==> config.mk <==
export PLATFORM = sky130hd
export DESIGN_NAME = vpe_array
export DESIGN_NICKNAME = d
export VERILOG_FILES = /design/src/rtl/vpe_pkg.sv /design/src/rtl/vpe_lane.sv /design/src/rtl/vpe_fold_ctrl.sv /design/src/rtl/vpe_reduce.sv /design/src/rtl/vpe_array.sv
export SDC_FILE = /design/constraint.sdc
export NUM_CORES = 2
export LEC_CHECK = 0
export CELL_PAD_IN_SITES_DETAIL_PLACEMENT = 0
export CELL_PAD_IN_SITES_GLOBAL_PLACEMENT = 1
export CORE_AREA = 5 5 274 276
export DETAILED_ROUTE_END_ITERATION = 7
export DIE_AREA = 0 0 279 281
export DONT_BUFFER_PORTS = 1
export PLACE_DENSITY_LB_ADDON = 0.1
export SETUP_SLACK_MARGIN = 0.5
export SYNTH_ARGS = -nofsm -noshare
export SYNTH_HDL_FRONTEND = slang
export SYNTH_HIERARCHICAL = 1
export SYNTH_SLANG_ARGS = --single-unit
==> constraint.sdc <==
create_clock -name clk -period 18.17 [get_ports clk]
set_input_delay 0 -clock clk [delete_from_list [all_inputs] [get_ports clk]]
set_output_delay 0 -clock clk [all_outputs]
set_load 0.005 [all_outputs]
==> src/rtl/vpe_pkg.sv <==
package vpe_pkg;
  typedef enum logic [1:0] {
    OP_DOT  = 2'b00,
    OP_MUL  = 2'b01,
    OP_MSUB = 2'b10,
    OP_RSVD = 2'b11
  } vpe_op_e;
endpackage

==> src/rtl/vpe_lane.sv <==
module vpe_lane
  import vpe_pkg::*;
#(
  parameter int W  = 8,
  parameter int AW = 24
) (
  input  logic                 clk,
  input  logic                 rst_n,
  input  logic                 en,
  input  logic                 first,
  input  logic                 active,
  input  vpe_op_e              op,
  input  logic signed [W-1:0]  a,
  input  logic signed [W-1:0]  b,
  input  logic signed [W-1:0]  c,
  output logic signed [AW-1:0] acc_o,
  output logic signed [AW-1:0] vout_o
);
  localparam int PW = 2 * W;

  logic signed [PW-1:0] prod;
  logic signed [AW-1:0] prod_x;
  logic signed [AW-1:0] c_x;
  logic signed [AW-1:0] acc_q, acc_d;
  logic signed [AW-1:0] vout_q, vout_d;
  logic                 acc_en, vout_en;

  // Product, sign extension, and masking of lanes past the vector length.
  always_comb begin
    prod   = a * b;
    prod_x = active ? {{(AW-PW){prod[PW-1]}}, prod} : '0;
    c_x    = active ? {{(AW-W){c[W-1]}}, c} : '0;
  end

  // The feedback register is one deep, which matches the one-cycle adder.
  always_comb begin
    acc_en  = en && (op == OP_DOT);
    vout_en = en && (op != OP_DOT);
    acc_d   = (first ? '0 : acc_q) + prod_x;
    vout_d  = (op == OP_MUL) ? prod_x : (c_x - prod_x);
  end

  always_ff @(posedge clk or negedge rst_n) begin
    if (!rst_n) begin
      acc_q  <= '0;
      vout_q <= '0;
    end else begin
      if (acc_en)  acc_q  <= acc_d;
      if (vout_en) vout_q <= vout_d;
    end
  end

  assign acc_o  = acc_q;
  assign vout_o = vout_q;
endmodule

==> src/rtl/vpe_fold_ctrl.sv <==
module vpe_fold_ctrl
  import vpe_pkg::*;
#(
  parameter int P  = 4,
  parameter int LW = 7,
  parameter int BW = 8
) (
  input  logic          clk,
  input  logic          rst_n,
  input  logic          start,
  input  vpe_op_e       op_in,
  input  logic [LW-1:0] len_in,
  input  logic          in_valid,
  output logic          busy,
  output vpe_op_e       op_q,
  output logic          beat,
  output logic          first,
  output logic [P-1:0]  lane_act,
  output logic          dot_done,
  output logic          vec_done
);
  localparam logic [BW-1:0] STEP = BW'(P);

  logic          busy_q, busy_d;
  vpe_op_e       op_d, op_r;
  logic [LW-1:0] len_q, len_d;
  logic [BW-1:0] base_q, base_d;
  logic [BW-1:0] len_x;
  logic          last;
  logic          dot_q, dot_d, vec_q, vec_d;

  assign len_x = BW'(len_q);
  assign beat  = busy_q && in_valid;
  assign last  = (base_q + STEP) >= len_x;
  assign first = (base_q == '0);

  for (genvar i = 0; i < P; i++) begin : g_mask
    assign lane_act[i] = (base_q + BW'(i)) < len_x;
  end

  always_comb begin
    busy_d = busy_q;
    op_d   = op_r;
    len_d  = len_q;
    base_d = base_q;
    if (!busy_q) begin
      if (start && (op_in != OP_RSVD)) begin
        busy_d = 1'b1;
        op_d   = op_in;
        len_d  = len_in;
        base_d = '0;
      end
    end else if (in_valid) begin
      base_d = base_q + STEP;
      if (last) busy_d = 1'b0;
    end
    dot_d = beat && last && (op_r == OP_DOT);
    vec_d = beat && (op_r != OP_DOT);
  end

  always_ff @(posedge clk or negedge rst_n) begin
    if (!rst_n) begin
      busy_q <= 1'b0;
      op_r   <= OP_DOT;
      len_q  <= '0;
      base_q <= '0;
      dot_q  <= 1'b0;
      vec_q  <= 1'b0;
    end else begin
      busy_q <= busy_d;
      op_r   <= op_d;
      len_q  <= len_d;
      base_q <= base_d;
      dot_q  <= dot_d;
      vec_q  <= vec_d;
    end
  end

  assign busy     = busy_q;
  assign op_q     = op_r;
  assign dot_done = dot_q;
  assign vec_done = vec_q;
endmodule

==> src/rtl/vpe_reduce.sv <==
module vpe_reduce #(
  parameter int P  = 4,
  parameter int AW = 24,
  parameter int RW = 26
) (
  input  logic                 clk,
  input  logic                 rst_n,
  input  logic                 en,
  input  logic [P*AW-1:0]      acc_flat,
  output logic signed [RW-1:0] res,
  output logic                 res_valid
);
  localparam int NODES = 2 * P - 1;

  // Heap-ordered tree: node k sums nodes 2k+1 and 2k+2, and the leaves sit at P-1 and above.
  logic signed [RW-1:0] node [NODES];
  logic signed [RW-1:0] res_q;
  logic                 vld_q;

  for (genvar i = 0; i < P; i++) begin : g_leaf
    assign node[P-1+i] = {{(RW-AW){acc_flat[i*AW+AW-1]}}, acc_flat[i*AW +: AW]};
  end

  for (genvar k = 0; k < P - 1; k++) begin : g_sum
    assign node[k] = node[2*k+1] + node[2*k+2];
  end

  always_ff @(posedge clk or negedge rst_n) begin
    if (!rst_n) begin
      res_q <= '0;
      vld_q <= 1'b0;
    end else begin
      vld_q <= en;
      if (en) res_q <= node[0];
    end
  end

  assign res       = res_q;
  assign res_valid = vld_q;
endmodule

==> src/rtl/vpe_array.sv <==
module vpe_array
  import vpe_pkg::*;
#(
  parameter int P       = 4,
  parameter int W       = 8,
  parameter int AW      = 24,
  parameter int MAX_LEN = 64,
  localparam int LW     = $clog2(MAX_LEN + 1),
  localparam int RW     = AW + ((P > 1) ? $clog2(P) : 1)
) (
  input  logic                 clk,
  input  logic                 rst_n,
  input  logic                 start,
  input  logic [1:0]           op,
  input  logic [LW-1:0]        vec_len,
  input  logic                 in_valid,
  input  logic [P*W-1:0]       a_in,
  input  logic [P*W-1:0]       b_in,
  input  logic [P*W-1:0]       c_in,
  output logic                 busy,
  output logic                 out_valid,
  output logic [P*AW-1:0]      out_vec,
  output logic                 res_valid,
  output logic [RW-1:0]        res_scalar
);
  localparam int BW = $clog2(MAX_LEN + P + 1) + 1;

  logic          rst_meta_q, rst_sync_n;
  vpe_op_e       op_q;
  logic          beat, first, dot_done;
  logic [P-1:0]  lane_act;
  logic [P*AW-1:0] acc_flat;
  logic signed [RW-1:0] res;

  // Asserted asynchronously, released on a clock edge.
  always_ff @(posedge clk or negedge rst_n) begin
    if (!rst_n) begin
      rst_meta_q <= 1'b0;
      rst_sync_n <= 1'b0;
    end else begin
      rst_meta_q <= 1'b1;
      rst_sync_n <= rst_meta_q;
    end
  end

  vpe_fold_ctrl #(.P(P), .LW(LW), .BW(BW)) i_ctrl (
    .clk      (clk),
    .rst_n    (rst_sync_n),
    .start    (start),
    .op_in    (vpe_op_e'(op)),
    .len_in   (vec_len),
    .in_valid (in_valid),
    .busy     (busy),
    .op_q     (op_q),
    .beat     (beat),
    .first    (first),
    .lane_act (lane_act),
    .dot_done (dot_done),
    .vec_done (out_valid)
  );

  for (genvar i = 0; i < P; i++) begin : g_lane
    logic signed [AW-1:0] acc_l, vout_l;
    vpe_lane #(.W(W), .AW(AW)) i_lane (
      .clk    (clk),
      .rst_n  (rst_sync_n),
      .en     (beat),
      .first  (first),
      .active (lane_act[i]),
      .op     (op_q),
      .a      (a_in[i*W +: W]),
      .b      (b_in[i*W +: W]),
      .c      (c_in[i*W +: W]),
      .acc_o  (acc_l),
      .vout_o (vout_l)
    );
    assign acc_flat[i*AW +: AW] = acc_l;
    assign out_vec[i*AW +: AW]  = vout_l;
  end

  vpe_reduce #(.P(P), .AW(AW), .RW(RW)) i_reduce (
    .clk       (clk),
    .rst_n     (rst_sync_n),
    .en        (dot_done),
    .acc_flat  (acc_flat),
    .res       (res),
    .res_valid (res_valid)
  );

  assign res_scalar = res;
endmodule

## Word level (Yosys, flattened, before mapping)

Index checks and enable logic that the tools add are counted.
Widths: inputs -> output; s select.

- Order comparisons: 5
- Multiply operators: 4
- $add $sub $neg: 15
- Reduce and logical (&&, ||, !) cells: 12
- Muxes and demuxes: 23
- Equality and inequality tests: 3
- Bitwise logic cells: 1

Operators with widths:

| operator | number |
|---|---|
| $mux 24 | 16 |
| $add 24x24->24 | 4 |
| $sub 24x24->24 | 4 |
| $mul 8x8->16 | 4 |
| $add 24x24->25 | 2 |
| $lt 8x7->1 | 4 |
| $add 25x25->26 | 1 |
| $mux 8 | 3 |
| $add 8x2->8 const B | 2 |
| $add 8x1->8 const B | 1 |
| $add 8x3->8 const B | 1 |
| $ge 8x7->1 | 1 |
| $logic_not 8->1 | 1 |
| $logic_and 1x1->1 | 6 |
| $mux 1 | 4 |
| $ne 2x2->1 const B | 2 |
| $reduce_and 2->1 | 2 |
| $reduce_bool 2->1 | 2 |
| $eq 2x1->1 const B | 1 |
| $logic_not 2->1 | 1 |
| $not 1->1 | 1 |

- Word-level logic and storage cells: 81
- Output and inout bits: 125
- Flip-flop bits (word level): 241

## Logic depth before layout (Yosys ltp)

- Word-level depth: 5
- Depth in mapped cells: 29

## Modules after synthesis

The synthesis kept the hierarchy.

By module, submodules not included:

| module | seq. area each (µm²) | times used | area each (µm²) | cells each |
|---|---|---|---|---|
| vpe_lane (g_lane[0].i_lane) | 1201.2 | 1 | 6590.1 | 801 |
| vpe_lane (g_lane[2].i_lane) | 1201.2 | 1 | 6532.5 | 787 |
| vpe_lane (g_lane[3].i_lane) | 1201.2 | 1 | 6525.0 | 775 |
| vpe_lane (g_lane[1].i_lane) | 1201.2 | 1 | 6438.7 | 768 |
| vpe_reduce | 675.6 | 1 | 4715.8 | 586 |
| vpe_fold_ctrl | 450.4 | 1 | 1277.5 | 134 |
| vpe_array | 50.0 | 1 | 53.8 | 3 |

## Worst setup path after synthesis

Ideal clock, no wire load.

- Path type: input port to flip-flop
- From: input a_in[15]
- To: register g_lane[1].i_lane.acc_q[23]
- Setup time: 122 ps
- Data arrival time: 6134 ps
- Buffers on the path: 0
- Cell stages on the path: 24
- Data required time: 18048 ps
- Setup slack: 11914 ps
- Cell sequence: and2_1 -> fa_1 -> inv_1 -> fa_1 -> inv_1 -> fa_1 -> inv_1 -> fa_1 -> inv_1 -> ha_1 -> and3_1 -> a211oi_2 -> a21oi_1 -> mux2i_2 -> ha_1 -> nand2_1 -> o211ai_1 -> a21o_1 -> a21o_1 -> a221o_1 -> o41ai_2 -> xor2_1 -> mux2i_1 -> o22a_1

- Word-level cells in the longest chain between the ends: 3

Ends and longest elaborated chain:

| element | RTL line | RTL |
|---|---|---|
| start: declaration | vpe_array.sv:17 | `input logic [P*W-1:0] a_in,` |
| $mul 8x8->16 | vpe_lane.sv:30 | `prod = a * b;` |
| $mux 24 | vpe_lane.sv:31 | `prod_x = active ? {{(AW-PW){prod[PW-1]}}, prod} : '0;` |
| $add 24x24->24 | vpe_lane.sv:39 | `acc_d = (first ? '0 : acc_q) + prod_x;` |
| end signal: assignment | vpe_lane.sv:45 | `acc_q <= '0;` |
| end signal: assignment | vpe_lane.sv:48 | `if (acc_en) acc_q <= acc_d;` |
| end: declaration | vpe_lane.sv:24 | `logic signed [AW-1:0] acc_q, acc_d;` |

Every way passes these cells.
A chain may end at the register's enable or synchronous reset.

## Worst setup path after layout

Same ends and word-level chain as after synthesis.

==> summary.txt <==
Place
  • RePlAce Congestion: ~0.86
  • Number of buffers added on ports: 0
  • Dpl ws: around 11000 ps
  • Post-detail-place hpwl: approximately 72000 um

Synth
  • Distinct cells, synth: approximately 100
  • Async SR Flop Fraction: between 90% and 100%
  • Dominant synthesized flop cell: dfrtp_1
  • Mapped Cells: 3854
  • Syn_area_per_cell: 8.338 um^2
  • Syn nets: ~4600
  • Post-synth top area share: around a fifth
  • Flops & latches, synth: between 200 and 250
  • Area leader, netlist: dfrtp_1
  • Area of the mapped netlist: about 32000 um^2
  • Seq/Total Area, Yosys: a little under a fifth
  • Post-synth EDFFs: 0
  • Top cells by area, synth: dfrtp_1 19%, fa_1 14%, ha_1 14%, inv_1 5.7%, nand2_1 4.3%
  • Yosys warns: 6

Timing
  • Slew @ Worst Pin: around 1100 ps
  • Fin worst setup slack: between 10000 and 15000 ps
  • Worst Hold Slack: between 40 and 50 ps
  • Peak Freq: 0.1625 GHz
  • Setup total negative slack: 0 ps
  • Slew HR: 25.87%
  • Final setup violation count: 0
  • Hold Vio Cnt, Final: 0
  • RSZ-0062 raised after global routing: false
  • Final Cycle Share: approximately a third
  • Final slew viol count: 0
  • Minimum period implied by the final worst setup slack: 6154 ps
  • Layout Skew: between 20 and 25 ps

Floorplanning
  • Core ar.: 72340 um^2
  • DIE AREA: a little under 80000 um^2
  • Die Wd: ~280 um
  • Die Ht: 281 um
  • FP Rows: between 90 and 100
  • Initial Util: roughly 44%
  • I/O pin count: roughly 230

Clock tree
  • Clk root buf: clkbuf_16
  • CTS clk-pin slew, worst paths: about 60 ps
  • # resized after CTS: 0
  • # hold bufs at CTS: 34
  • Total CTS buffers: 34
  • H-tree depth: 2
  • Worst skew pair latency: 550 ps
  • Clock sink count: approximately 240
  • CTS max path bufs: 3
  • Post-CTS Setup Repair Bufs: 0
  • CTS tree: yes

Route
  • Vias/cell: 5.363
  • Drt pass-1 iters: 5
  • Remaining DRCs: 0
  • Drt wl/cell: roughly 18 um
  • Final Routed Wirelength: about 90000 um
  • Initial drt markers: between 1000 and 1500
  • Via count: 25990
  • Antenna viol nets, final: 0

Cells and area
  • Register area: around 6000 um^2
  • Area of the multi-input gates: approximately 24000 um^2
  • Fill cells: between 7000 and 8000
  • Share of post-route cells with drive strength above 1: 4.610%
  • Nets@finish: 4561
  • Area growth syn-to-layout: 7.947%
  • Most frequent cells in the layout: 489 x inv_1, 364 x nand2_1, 364 x ha_1
  • Most common cell after layout, fill and taps aside: inv_1

Worst setup path
  • CP Data Arrival Time: roughly 6600 ps
  • Max incr delay on CP: slightly below 700 ps
  • CP Cell Sequence: and2_1 > fa_1 > inv_1 > fa_1 > inv_1 > fa_1 > inv_1 > fa_1 > inv_1 > ha_1 > and3_1 > a211oi_2 > a21oi_1 > mux2i_2 > ha_1 > nand2_1 > o211ai_1 > a21o_1 > a21o_1 > a221o_1 > o41ai_2 > xor2_1 > mux2i_1 > o22a_1
  • Crit Path Class: input port to register
  • Worst setup EP type: register
  • Worst EP required: 18650 ps
  • CP max FO: 12
  • Worst Path Buf+Inv: 4
  • Crit path max-delay family: adder cells
  • Worst Setup Start Kind: input port
  • Crit path max-delay cell type: mux2i_2

Global routing
  • Total grt overflow: 0
  • First-pass GRT wire length: between 100000 and 150000 um
  • Vias in the first global route: approximately 26000
  • Largest net degree at the start of global routing: 62
  • GRT Util Overall: 22.50%
  • Initial antenna violation count: 9

Run
  • Max-Cap Viols: 0

Worst hold path
  • Hold Crit Class: input port to register

Status
  • Run status: finished clean
layer usage:
layer / wire length [um] / global-route usage (%)
met1: 42250 / 31.20
met2: 41020 / 37.31
met3: 3968 / 3.622
met4: 1999 / 5.021
met5: 56 / 0
kinds of logic (layout without fill, tap and decap cells):
group | count (synthesis) | in the layout | synth area share (%)
and+or+nand+nor | 1260 | 1260 | 19.91
AOI/OAI and AO/OA | 913 | 913 | 18.38
adders and majority gates | 595 | 595 | 28.56
buffers and inverters | 582 | 611 | 6.985
DFF | 239 | 239 | 18.61
xor gates and xnor gates | 213 | 213 | 5.806
muxes | 51 | 51 | 1.737
other | 1 | 4 | 0.01167
worst register-to-register path: cells and delay by family (launching register included):
kind                       cells  cell delay [ps]
adders and majority gates      3             1070
and+or+nand+nor                6             1190
buffers and inverters          3             1050
DFF                            1              490
AOI/OAI and AO/OA              8             1860
registers in the layout, summed over array words and instances (netlist names):
signal,cells
g_lane.i_lane/vout_o,96
i_ctrl/base_q,6
g_lane.i_lane/acc_o,96
i_ctrl/op_q,2
i_ctrl/vec_done,1
rst_meta_q,1
rst_sync_n,1
i_ctrl/busy,1
i_ctrl/dot_done,1
i_reduce/res,26
i_reduce/res_valid,1
i_ctrl/len_q,7
synthesized netlist by cell type, types with 9 or more instances:
cell	count
ha_1	364
xor2_1	68
mux2i_1	17
a311oi_1	9
or3_1	23
xnor2_1	145
o21ai_1	35
o22ai_1	9
and3_1	25
nand2_1	364
and2_1	213
or2_2	10
nand4_1	17
a21oi_1	238
nor2b_1	161
mux2_2	32
o211ai_1	24
a31oi_1	38
inv_1	489
o31ai_1	23
o21ai_0	198
nor3_1	81
a31o_2	9
o21a_1	64
nand2b_1	51
nor4_1	16
clkbuf_1	78
dfrtp_1	239
a211oi_1	34
fa_1	231
o21bai_1	20
nand3_1	50
a21o_1	84
o31a_1	12
nor2_1	206
a211o_1	16
nor3b_1	9
area by class of cell:
class                   count  share of cell area, %
clock inverters            12                 0.3643
flip-flops and latches    239                  17.26
diodes                      3                0.02164
well taps                 959                  3.459
multi-input cells        3033                  69.05
clock buffers              50                  3.041
repair buffers             57                  1.479
inverters                 492                  5.324
final timing paths:
kind,start,endpoint,slack (ps),cells past startpoint
worst max-delay path,a_in[15],g_lane[1].i_lane/acc_o[23]$_DFFE_PN0P_,12020,24
worst min-delay path,b_in[16],g_lane[2].i_lane/acc_o[0]$_DFFE_PN0P_,40,4
worst max register to register,i_ctrl/base_q[4]$_DFFE_PN0P_,g_lane[3].i_lane/acc_o[22]$_DFFE_PN0P_,12400,20
worst min register to register,rst_sync_n$_DFF_PN0_,g_lane[1].i_lane/vout_o[8]$_DFFE_PN0P_,250,0
max in group asynchronous,rst_sync_n$_DFF_PN0_,i_ctrl/op_q[1]$_DFFE_PN0P_,16050,2
min in group asynchronous,rst_n,rst_meta_q$_DFF_PN0_,230,2
per-stage QoR:
stage                     utilization, %  area (um^2)  cells
after floorplan                        -        32130   3854
after global placement             45.84        33160   4746
after detailed placement           45.84        33160   4746
after CTS                          47.94        34680   4842
after global routing               47.95        34680   4844
final                              47.95        34690   4845
Power is left out: the tool's default activity adds up to more than one toggle a clock period on the data nets, which glitch-free logic cannot reach.
